## config.mk

```make
export PLATFORM = sky130hd
export DESIGN_NAME = dds_sine_gen
export DESIGN_NICKNAME = d
export VERILOG_FILES = /design/src/rtl/dds_pkg.sv /design/src/rtl/dds_phase_acc.sv /design/src/rtl/dds_sine_rom.sv /design/src/rtl/dds_sine_gen.sv
export SDC_FILE = /design/constraint.sdc
export NUM_CORES = 1
export LEC_CHECK = 0
export ABC_CLOCK_PERIOD_IN_PS = 5100
export CAP_MARGIN = 20
export CORE_MARGIN = 5
export CORE_UTILIZATION = 35
export CTS_CLUSTER_SIZE = 14
export DETAILED_ROUTE_END_ITERATION = 12
export SLEW_MARGIN = 20
export SYNTH_ARGS = -nofsm -noshare
export SYNTH_HDL_FRONTEND = slang
export SYNTH_SLANG_ARGS = --single-unit
```

## constraint.sdc

```tcl
create_clock -name clk -period 5.1 [get_ports clk]
set_input_delay 1.02 -clock clk [delete_from_list [all_inputs] [get_ports clk]]
set_output_delay 1.02 -clock clk [all_outputs]
set_load 0.05 [all_outputs]
```

## src/rtl/dds_pkg.sv

```systemverilog
package dds_pkg;
  localparam int unsigned PHASE_W_DEF = 16;
  localparam int unsigned ADDR_W_DEF  = 8;
  localparam int unsigned DATA_W_DEF  = 8;
  localparam real         TWO_PI      = 6.283185307179586;
endpackage

```

## src/rtl/dds_phase_acc.sv

```systemverilog
module dds_phase_acc #(
  parameter int unsigned PHASE_W = dds_pkg::PHASE_W_DEF,
  parameter int unsigned ADDR_W  = dds_pkg::ADDR_W_DEF
) (
  input  logic               clk,
  input  logic               rst_n,
  input  logic               tick,
  input  logic [PHASE_W-1:0] step,
  output logic [ADDR_W-1:0]  idx_nxt
);
  logic [PHASE_W-1:0] phase_q;
  logic [PHASE_W-1:0] phase_sum;

  // modulo 2^PHASE_W by width truncation
  assign phase_sum = phase_q + step;
  // table read uses the already advanced phase
  assign idx_nxt   = phase_sum[PHASE_W-1 -: ADDR_W];

  always_ff @(posedge clk or negedge rst_n) begin
    if (!rst_n)    phase_q <= '0;
    else if (tick) phase_q <= phase_sum;
  end

  assert_phase_hold_R6: assert property (@(posedge clk) disable iff (!rst_n)
    !tick |=> $stable(phase_q));

  assert_phase_wrap_step_R3: assert property (@(posedge clk) disable iff (!rst_n)
    tick |=> PHASE_W'(phase_q - $past(phase_q)) == $past(step));
endmodule

```

## src/rtl/dds_sine_rom.sv

```systemverilog
module dds_sine_rom #(
  parameter int unsigned ADDR_W = dds_pkg::ADDR_W_DEF,
  parameter int unsigned DATA_W = dds_pkg::DATA_W_DEF
) (
  input  logic              clk,
  input  logic              rst_n,
  input  logic              rd_en,
  input  logic [ADDR_W-1:0] addr,
  output logic [DATA_W-1:0] data_q,
  output logic              vld_q
);
  localparam int unsigned DEPTH = 2 ** ADDR_W;
  localparam int          MID   = 2 ** (DATA_W - 1);
  localparam int          AMPL  = MID - 1;

  logic [DATA_W-1:0] table_w [DEPTH];

  for (genvar g = 0; g < DEPTH; g++) begin : g_entry
    localparam real ANG = dds_pkg::TWO_PI * real'(g) / real'(DEPTH);
    localparam int  VAL = MID + $rtoi(real'(AMPL) * $sin(ANG));
    assign table_w[g] = DATA_W'(VAL);
  end

  always_ff @(posedge clk or negedge rst_n) begin
    if (!rst_n) begin
      data_q <= DATA_W'(MID);
      vld_q  <= 1'b0;
    end else begin
      vld_q <= rd_en;
      if (rd_en) data_q <= table_w[addr];
    end
  end

  assert_entry_nonzero_R2: assert property (@(posedge clk) disable iff (!rst_n)
    vld_q |-> data_q != '0);

  assert_sample_held_R6: assert property (@(posedge clk) disable iff (!rst_n)
    !vld_q |-> $stable(data_q));
endmodule

```

## src/rtl/dds_sine_gen.sv

```systemverilog
module dds_sine_gen #(
  parameter int unsigned PHASE_W = dds_pkg::PHASE_W_DEF,
  parameter int unsigned ADDR_W  = dds_pkg::ADDR_W_DEF,
  parameter int unsigned DATA_W  = dds_pkg::DATA_W_DEF
) (
  input  logic               clk,
  input  logic               rst_n,
  input  logic               tick,
  input  logic [PHASE_W-1:0] step,
  output logic [DATA_W-1:0]  sample,
  output logic               valid
);
  logic [ADDR_W-1:0] idx_w;

  dds_phase_acc #(.PHASE_W(PHASE_W), .ADDR_W(ADDR_W)) u_acc (
    .clk(clk), .rst_n(rst_n), .tick(tick), .step(step), .idx_nxt(idx_w));

  dds_sine_rom #(.ADDR_W(ADDR_W), .DATA_W(DATA_W)) u_rom (
    .clk(clk), .rst_n(rst_n), .rd_en(tick), .addr(idx_w),
    .data_q(sample), .vld_q(valid));

  assert_zero_step_holds_R8: assert property (@(posedge clk) disable iff (!rst_n)
    (tick && step == '0) |=> $stable(sample));

  assert_valid_after_tick_R5: assert property (@(posedge clk) disable iff (!rst_n)
    tick |=> valid);
endmodule

```

# Word-level counts from Yosys, hierarchy flattened
# Memory sizes are Yosys's and may differ from the RTL's. A register that Yosys moved wholly into a read port is not among the register bits.
# Index checks and enable logic that the tools add are counted.
totals:
  regBits: 17
  rom_bits: 2048
  in_bits: 19
  output_inout_bits: 9
  elab_cells: 6
  n_memories: 1
mem_list:
  columns: ["memory", "words", "word_bits", "rd", "rd_ports_with_merged_regs", "wr", "line", "source"]
  rows:
  - ["(name not given)", 256, 8, 1, 1, 0, "dds_sine_rom.sv:30", "if (rd_en) data_q <= table_w[addr];"]
classes:
  addsub: 1
  bitwise: 1
  reduce_logical: 1
op_table:
  columns: ["op", "n"]
  rows:
  - ["16-bit adder", 1]
  - ["8-bit inverter with 9-bit output", 1]
  - ["1-bit logical NOT", 1]

# Longest topological paths before layout
# Gate-level depths: netlist of run 1.
depth:
  ltp_word: 2
  depth_mapped: 16
  ltp_nobuf: 14

# Hierarchy
# From an unflattened synthesis of run 1, not the netlist that was laid out.
hier_totals:
  hier_cells: 508
  hier_area_um2: 3759.9
modules_own_cells:
  columns: ["module", "instances", "cells_per_inst", "area_per_inst_um2", "seq_area_each_um2"]
  rows:
  - ["dds_sine_rom", 1, 319, 2103.3, 226.5]
  - ["dds_phase_acc", 1, 189, 1656.6, 400.4]

# Worst setup path after synthesis of run 1
# Ideal clock, no wire load.
synth_timing:
  kind: "input -> register"
  start: "in step[0]"
  end: "reg u_rom.data_q[1]"
  setup_ns: 0.121
  arrival_ns: 4.230
  required_time_ns: 4.979
  slack_ns: 0.749
  path_stages: 15
  path_buffers: 1
  cell_sequence: "ha_1 > fa_1 > a21oi_1 > o22ai_1 > o41a_1 > xnor2_2 > ha_1 > clkbuf_1 > a21oi_1 > a21oi_1 > o22ai_1 > nor3_1 > or4_1 > a31oi_1 > nor3_1"
synth_via:
  elab_chain_len: 2
synth_lines:
  columns: ["element", "line", "source"]
  rows:
  - ["start, declared", "dds_sine_gen.sv:9", "input logic [PHASE_W-1:0] step,"]
  - ["16-bit adder", "dds_phase_acc.sv:15", "assign phase_sum = phase_q + step;"]
  - ["8-bit inverter with 9-bit output (implied by the code)", "dds_sine_rom.sv:30", null]
  - ["end, declared", "dds_sine_rom.sv:9", "output logic [DATA_W-1:0] data_q,"]
# No other way between the ends.
# A chain may end at the register's enable or synchronous reset.

# Worst setup path after layout of run 1
layout_timing:
  start: "in step[0]"
  end: "reg u_rom.data_q[2]"
# The elaborated chain is that of the path after synthesis.

==> results.md, run 1 <==
* Reg2Reg Depth at 12
* # IOs at 28
* CP startpoint kind: primary input
* RSZ-0062 raised after global routing: false
* Clock latency on the worst-skew pair at around 0.27 ns
* Total track usage at between 10% and 20%
* Crit path to: u_rom.data_q[2]$_DFFE_PN0P_
* Register bit count reported by yosys at 25
* Crit path time final at 4.76 ns
* Worst Path Max Fanout at 15
* Initial Util at between 30 and 40%
* Port-buffer cells at 27
* Worst path arrival time at between 4 and 5 ns
* Area Growth Syn to Fin at 15.6%
* Vias at between 3,000 and 4,000
* Max-slew violations at 0
* Final setup viols at 0
* Post-CTS Setup Repair Bufs at 0
* Async SR Flop Fraction at 100%
* Num rows at 36
* Fin nets at 537
* WL final at ~11 mm
* Synth Flop Type: dfrtp_1
* Hold-fix buffers at CTS at 0
* Final Hold Fails at 0
* Clk buf depth at 2
* Synth unique cells at 77
* CTS clk-pin slew, worst paths at around 0.090 ns
* FF+latch area at around 630 sq um
* Grt total ovfl at 0
* Synth Warn # at 0
* Vias in the first global route at approximately 3,500
* Post-DP HPWL at between 8 and 9 mm
* Drc violations at 0
* Worst hold path class: flop to flop
* TNS Setup at 0 ns
* Max_slew headroom at 50.4%
* CTS tree: yes
* Syn nets at between 500 and 600
* Reg-to-reg critical path startpoint: u_acc.phase_q[0]$_DFFE_PN0P_
* Die width at roughly 110 um
* Area of the multi-input gates at 2670 sq um
* Tcrit/Tclk final at between 90% and 100%
* Setup Crit Path Kind: primary input to flop
* Routed len/inst at 18.3 um
* Initial antenna violation count at 0
* Average size of a mapped cell at around 7.5 sq um
* Core area at approximately 10000 sq um
* Root Driver: clkbuf_8
* Clock skew at 0.00687 ns
* EDFF count, synth at 0
* GPL Wtd Cong at between 0.9 and 1
* 1st-pass router iterations at 6
* First-pass GRT wire length at around 19 mm
* Syn Inst Count at 470
* Via density at between 6 and 7
* Cts bufs inserted at 3
* Worst reg-to-reg setup slack at 1.12 ns
* Seq/Total Area, Yosys at roughly 18%
* Initial DRC count at about 570
* Fill cells at approximately 1,100
* Level count of the clock H-tree at 1
* Clock sink count at 25
* Mapped Area at about 3500 sq um
* Max frequency at about 0.21 GHz
* Die area at ~12,000 sq um
* Pin count of the biggest net entering global routing at 43
* Number of max-cap violations at 0
* Start point of the critical path: step[0]
* CTS resizes at 0
* Status: finished clean
* End of the worst register-to-register path: u_rom.data_q[2]$_DFFE_PN0P_
* Worst path required time at roughly 5.3 ns
* Routed Antenna Nets at 0
* Worst slew pin tran at approximately 0.74 ns
* Die H at about 110 um
* Fraction of layout cells with a size suffix above 1 at around 16%
* Worst Setup End Kind: flop
* # diodes at 0
-- Yosys cell counts, types with 3 or more instances --
master,instances,area share (%)
o21ai_0,28,4.0
a21o_1,3,0.64
nand3_1,11,1.6
nor2_1,43,4.6
a31oi_1,9,1.6
or3_1,5,0.88
o211ai_1,13,2.8
and2_1,3,0.53
mux2_2,14,4.4
nand2_1,56,5.9
a221oi_1,3,0.74
o21a_1,3,0.64
xnor2_1,9,2.2
nor3_1,13,1.8
buf_6,4,1.3
inv_1,10,1.1
a22oi_1,5,1.1
nor4_1,3,0.53
dfrtp_1,24,17
o31ai_1,7,1.5
a21oi_1,44,6.2
buf_2,20,2.8
nand2b_1,4,0.71
o221ai_1,4,0.99
a211oi_1,12,2.5
ha_1,22,7.8
clkbuf_1,13,1.4
a2111oi_0,4,0.99
nor2_2,4,0.71
and3_1,4,0.71
o22ai_1,9,1.6
a31o_2,3,0.74
-- sequential cells by signal (all words and copies together), names as in the netlist --
signal         flops
u_rom.vld_q        1
u_rom.data_q       8
u_acc.phase_q     16
-- cells by family after synthesis --
family | count (synthesis) | share of synthesized area [%]
flops | 25 | 17.7
xor+xnor | 13 | 3.64
buf+inv | 52 | 7.27
fa+ha+maj | 23 | 8.33
compound gates | 186 | 38.2
simple gates | 155 | 19.9
mux | 16 | 5.01
-- cell usage in the layout (no fill, tap or decap), types with 7 or more instances in the layout --
cell type        netlist  final
o22ai_1                9      9
nor3_1                13     13
inv_1                 10     10
o211ai_1              13     13
o31ai_1                7      7
a211oi_1              12     12
clkdlybuf4s50_1        0     27
dfrtp_1               24     24
nand3_1               11     11
a31oi_1                9      9
nor2_1                43     43
ha_1                  22     22
mux2_2                14     14
buf_4                  2     32
o21ai_0               28     28
xnor2_1                9      9
nand2_1               56     56
a21oi_1               44     44
-- through the flow --
stage | instance area, sq um | hold slack, ns | utilization [%] | setup slack (ns) | std cells
2_1_floorplan | 3540 | 0.484 | - | 0.749 | 470
3_3_place_gp | 4050 | 0.472 | 41.3 | 0.0904 | 623
3_5_place_dp | 4050 | 0.477 | 41.3 | 0.136 | 623
4_1_cts | 4100 | 0.496 | 41.7 | 0.405 | 627
5_1_grt | 4100 | 0.527 | 41.7 | 0.115 | 627
6_report | 4100 | 0.492 | 41.7 | 0.341 | 627
-- worst min path at each step --
stage | cells after the start | to | start
2_1_floorplan | 1 | u_acc.phase_q[15]$_DFFE_PN0P_ | u_acc.phase_q[15]$_DFFE_PN0P_
3_3_place_gp | 2 | u_rom.data_q[5]$_DFFE_PN0P_ | u_rom.data_q[5]$_DFFE_PN0P_
3_5_place_dp | 2 | u_rom.data_q[5]$_DFFE_PN0P_ | u_rom.data_q[5]$_DFFE_PN0P_
4_1_cts | 2 | u_rom.data_q[7]$_DFFE_PN1P_ | u_rom.data_q[7]$_DFFE_PN1P_
5_1_grt | 2 | u_rom.data_q[7]$_DFFE_PN1P_ | u_rom.data_q[7]$_DFFE_PN1P_
6_report | 2 | u_rom.data_q[7]$_DFFE_PN1P_ | u_rom.data_q[7]$_DFFE_PN1P_
-- area by class of cell --
cell class              count  area share, %
clock buffers               4           1.10
inverters                  11           1.01
multi-input cells         393           65.1
flip-flops and latches     25           15.3
well taps                 133           4.06
repair buffers             61           13.4
-- critical path, cell delays in order --
cell	delay, ns
clkdlybuf4s50_1	0.40
ha_1	0.24
fa_1	0.41
a21oi_1	0.26
o211ai_2	0.19
a2111oi_4	0.41
nor2_2	0.12
xor2_2	0.61
buf_4	0.34
o21ai_1	0.12
a2111oi_0	0.55
a211oi_1	0.09
nor3_1	0.19
-- layer usage --
| metal | global-route usage [%] | part of all wire (%) | vias up |
|---|---|---|---|
| met5 | 0 | 0 | - |
| met1 | 26.0 | 46 | 1817 |
| met2 | 28.4 | 44 | 201 |
| met4 | 4.52 | 1.9 | 0 |
| li1 | - | - | 1838 |
| met3 | 1.86 | 7.5 | 15 |
Power of run 1 is left out: the tool's default activity adds up to more than one toggle a clock period on the data nets, which glitch-free logic cannot reach.
==> run 2, diff against run 1 <==
--- a/config.mk
+++ b/config.mk
@@ -6,12 +6,13 @@
 export NUM_CORES = 1
 export LEC_CHECK = 0
 export ABC_CLOCK_PERIOD_IN_PS = 5100
-export CAP_MARGIN = 20
 export CORE_MARGIN = 5
 export CORE_UTILIZATION = 35
 export CTS_CLUSTER_SIZE = 14
 export DETAILED_ROUTE_END_ITERATION = 12
+export HOLD_SLACK_MARGIN = 0.08
 export SLEW_MARGIN = 20
 export SYNTH_ARGS = -nofsm -noshare
 export SYNTH_HDL_FRONTEND = slang
+export SYNTH_HIERARCHICAL = 1
 export SYNTH_SLANG_ARGS = --single-unit
==> run 2 against run 1 <==
Effect of this change: final cell count is 5.7% higher; via count rose by 6.4%; non-clock buffer count is 8 higher; maximum frequency is 4.2% higher; clock skew rose by 0.0056 ns; global-route usage up 0.62 points; sequential share of layout area down 0.87 points; die area is 5.5% higher; count of clock-buffer cells in the layout did not move; first-iteration DRC count fell by 40%; critical path type unchanged; highest routed layer unchanged.
==> results.md, run 2 <==
* Status: finished clean
* Crit-path most repeated cell: ha_1
* 1st-pass router iterations at 5
* Pin count of the biggest net entering global routing at between 50 and 60
* CTS clk-pin slew, worst paths at 0.11 ns
* Cts bufs inserted at 3
* Critical-path cell list: clkdlybuf4s50_1 -> ha_1 -> fa_1 -> a21o_1 -> a31o_2 -> a31oi_4 -> xnor2_1 -> inv_1 -> ha_1 -> nand2_1 -> and3_1 -> o21ai_0 -> a221oi_1 -> a211oi_1 -> or3_1
* Number of max-cap violations at 0
* Worst path slowest cell: ha_1
* Worst path required time at ~5.3 ns
* Clock latency on the worst-skew pair at 0.28 ns
* Initial antenna violation count at 0
* Final setup viols at 0
* Max frequency at 0.219 GHz
* GPL Wtd Cong at 0.940
* First-pass GRT wire length at between 15 and 20 mm
* Core Util, Final at a little over two fifths
* Grt total ovfl at 0
* DR top layer: met4
* RSZ-0062 raised after global routing: false
* Drc violations at 0
* Yosys top cell by area: dfrtp_1
* Die width at between 100 and 150 um
* Clock sink count at 25
* Routed Antenna Nets at 0
* Placed cell area at 4300 sq um
* # IOs at 28
* Vias at slightly above 4,000
* Synth unique cells at just over 70
* Die H at ~110 um
* Met2 wire len at around 5.8 mm
* Fin nets at between 500 and 600
* Max_slew headroom at about 47%
* Register bit count reported by yosys at 25
* Synth Flop Type: dfrtp_1
* Max incr delay on CP at 0.42 ns
* Hold-fix buffers at CTS at 0
* Initial Util at between 30% and 40%
* Final setup margin at 0.531 ns
* Num rows at 37
* Via density at 6.21
* Total track usage at roughly 19%
* Max FFs per register at 16
* Biggest registers after layout: u_acc/phase_q (16), u_rom/data_q (8), u_rom/vld_q (1)
* Worst slew pin tran at between 0.7 and 0.8 ns
* Setup Crit Path Kind: primary input to flop
* Area of the multi-input gates at between 2000 and 3000 sq um
* DR WL met3 at ~800 um
* TNS Setup at 0 ns
* CP startpoint kind: primary input
* Max-slew violations at 0
* Die area at between 10,000 and 15,000 sq um
* Buf/Inv on CP at 2
* Port-buffer cells at 27
* WL final at about 12 mm
* Post-CTS Setup Repair Bufs at 0
* Clk buf depth at 2
* Worst Path Max Fanout at 8
* Average size of a mapped cell at 7.40 sq um
* EDFF count, synth at 0
* Async SR Flop Fraction at 100%
* CTS tree: yes
* Fraction of layout cells with a size suffix above 1 at 13.3%
* Final Hold Fails at 0
* Highest-count cells in the layout ignoring fill and taps: a21oi_1, buf_4, nand2_1, nor2_1, clkdlybuf4s50_1
* Vias in the first global route at around 3,800
* Cell area after layout at around 4300 sq um
* Clock skew at around 0.012 ns
* Pre-CTS setup slack at 0.228 ns
* Mapped Area at ~3800 sq um
* Syn Inst Count at ~510
* # diodes at 0
* Syn nets at ~550
* Synth top area cells: dfrtp_1, ha_1, a21oi_1
* Core area at 10,400 sq um
* Worst Setup End Kind: flop
* Crit path time final at approximately 4.6 ns
* Root Driver: clkbuf_8
* Post-synth top area share at between 15 and 20%
* FF+latch area at roughly 630 sq um
* Post-DP HPWL at roughly 9 mm
* Worst hold path class: flop to flop
* Area Growth Syn to Fin at 15.5%
* Routed len/inst at between 15 and 20 um
* Worst path arrival time at roughly 4.7 ns
* Commonest cells in the netlist: a21oi_1, nand2_1, nor2_1, o21ai_0, dfrtp_1
* Top-count cell post-synth: a21oi_1
* Tcrit/Tclk final at about 90%
* Largest register by flop count: u_acc/phase_q
* Metal1 wirelength at between 5 and 6 mm
* Most common cell after layout, fill and taps aside: a21oi_1
* CTS resizes at 0
* Initial DRC count at about 340
* Fill cells at between 1,000 and 1,500
* Level count of the clock H-tree at 1
* Synth Warn # at 6
* Seq/Total Area, Yosys at approximately 17%
* CP delay by family, top: compound AO/OA/AOI/OAI gates
[run 2: cell types whose count changed in the layout (fill, tap and decap cells not counted), moves of 8 or more]
cell	change
nand3_1	+11
nand2b_1	+13
nor2b_1	+11
nand2_1	-18
a211oi_1	+8
buf_4	+8
[run 2: area by class of cell]
type	instances	share of cell area, %
clock buffers	4	1.04
repair buffers	69	14.1
inverters	16	1.38
well taps	136	3.92
multi-input cells	413	65.2
flip-flops and latches	25	14.4
[run 2: metrics by stage]
| step | hold WS (ns) | std cells |
|---|---|---|
| 5_1_grt | 0.515 | 663 |
| 6_report | 0.498 | 663 |
| 4_1_cts | 0.501 | 663 |
| 2_1_floorplan | 0.456 | 508 |
| 3_3_place_gp | 0.476 | 659 |
| 3_5_place_dp | 0.482 | 659 |
[run 2: routing by layer]
layer / vias up / GRT usage (%)
li1: 1946 / -
met1: 1978 / 25.8
met2: 169 / 30.9
met3: 25 / 1.96
met4: 0 / 4.41
met5: - / 0
[run 2: logic make-up (layout without fill, tap and decap cells)]
family	Yosys count	count (layout)	synth area share [%]
AND/OR/NAND/NOR	173	173	23.4
buffers and inverters	70	89	9.25
flip-flops	25	25	16.7
adder cells (fa/ha/maj)	24	24	8.19
multiplexers	15	15	4.49
XOR/XNOR	13	13	3.03
AO/OA/AOI/OAI	188	188	35.0
[run 2: path summary, 6_finish.rpt]
kind                                              start                     endpoint  slack, ns  cells after the start
setup / recovery                                step[0]  u_rom/data_q[2]$_DFFE_PN0P_       0.53                     15
setup reg to reg           u_acc/phase_q[0]$_DFFE_PN0P_  u_rom/data_q[2]$_DFFE_PN0P_       1.30                     14
min in group asynchronous                         rst_n  u_rom/data_q[6]$_DFFE_PN0P_       1.11                      2
max in group asynchronous                         rst_n  u_rom/data_q[7]$_DFFE_PN1P_       3.68                      2
hold reg to reg             u_rom/data_q[7]$_DFFE_PN1P_  u_rom/data_q[7]$_DFFE_PN1P_       0.50                      2
hold / removal              u_rom/data_q[7]$_DFFE_PN1P_  u_rom/data_q[7]$_DFFE_PN1P_       0.50                      2
[run 2: worst min-delay path: cells and delay by family (launching register included)]
kind / cells / cell delay [ns]
flip-flops: 1 / 0.38
AO/OA/AOI/OAI: 1 / 0.05
AND/OR/NAND/NOR: 1 / 0.08
Power of run 2 is left out for the same reason.
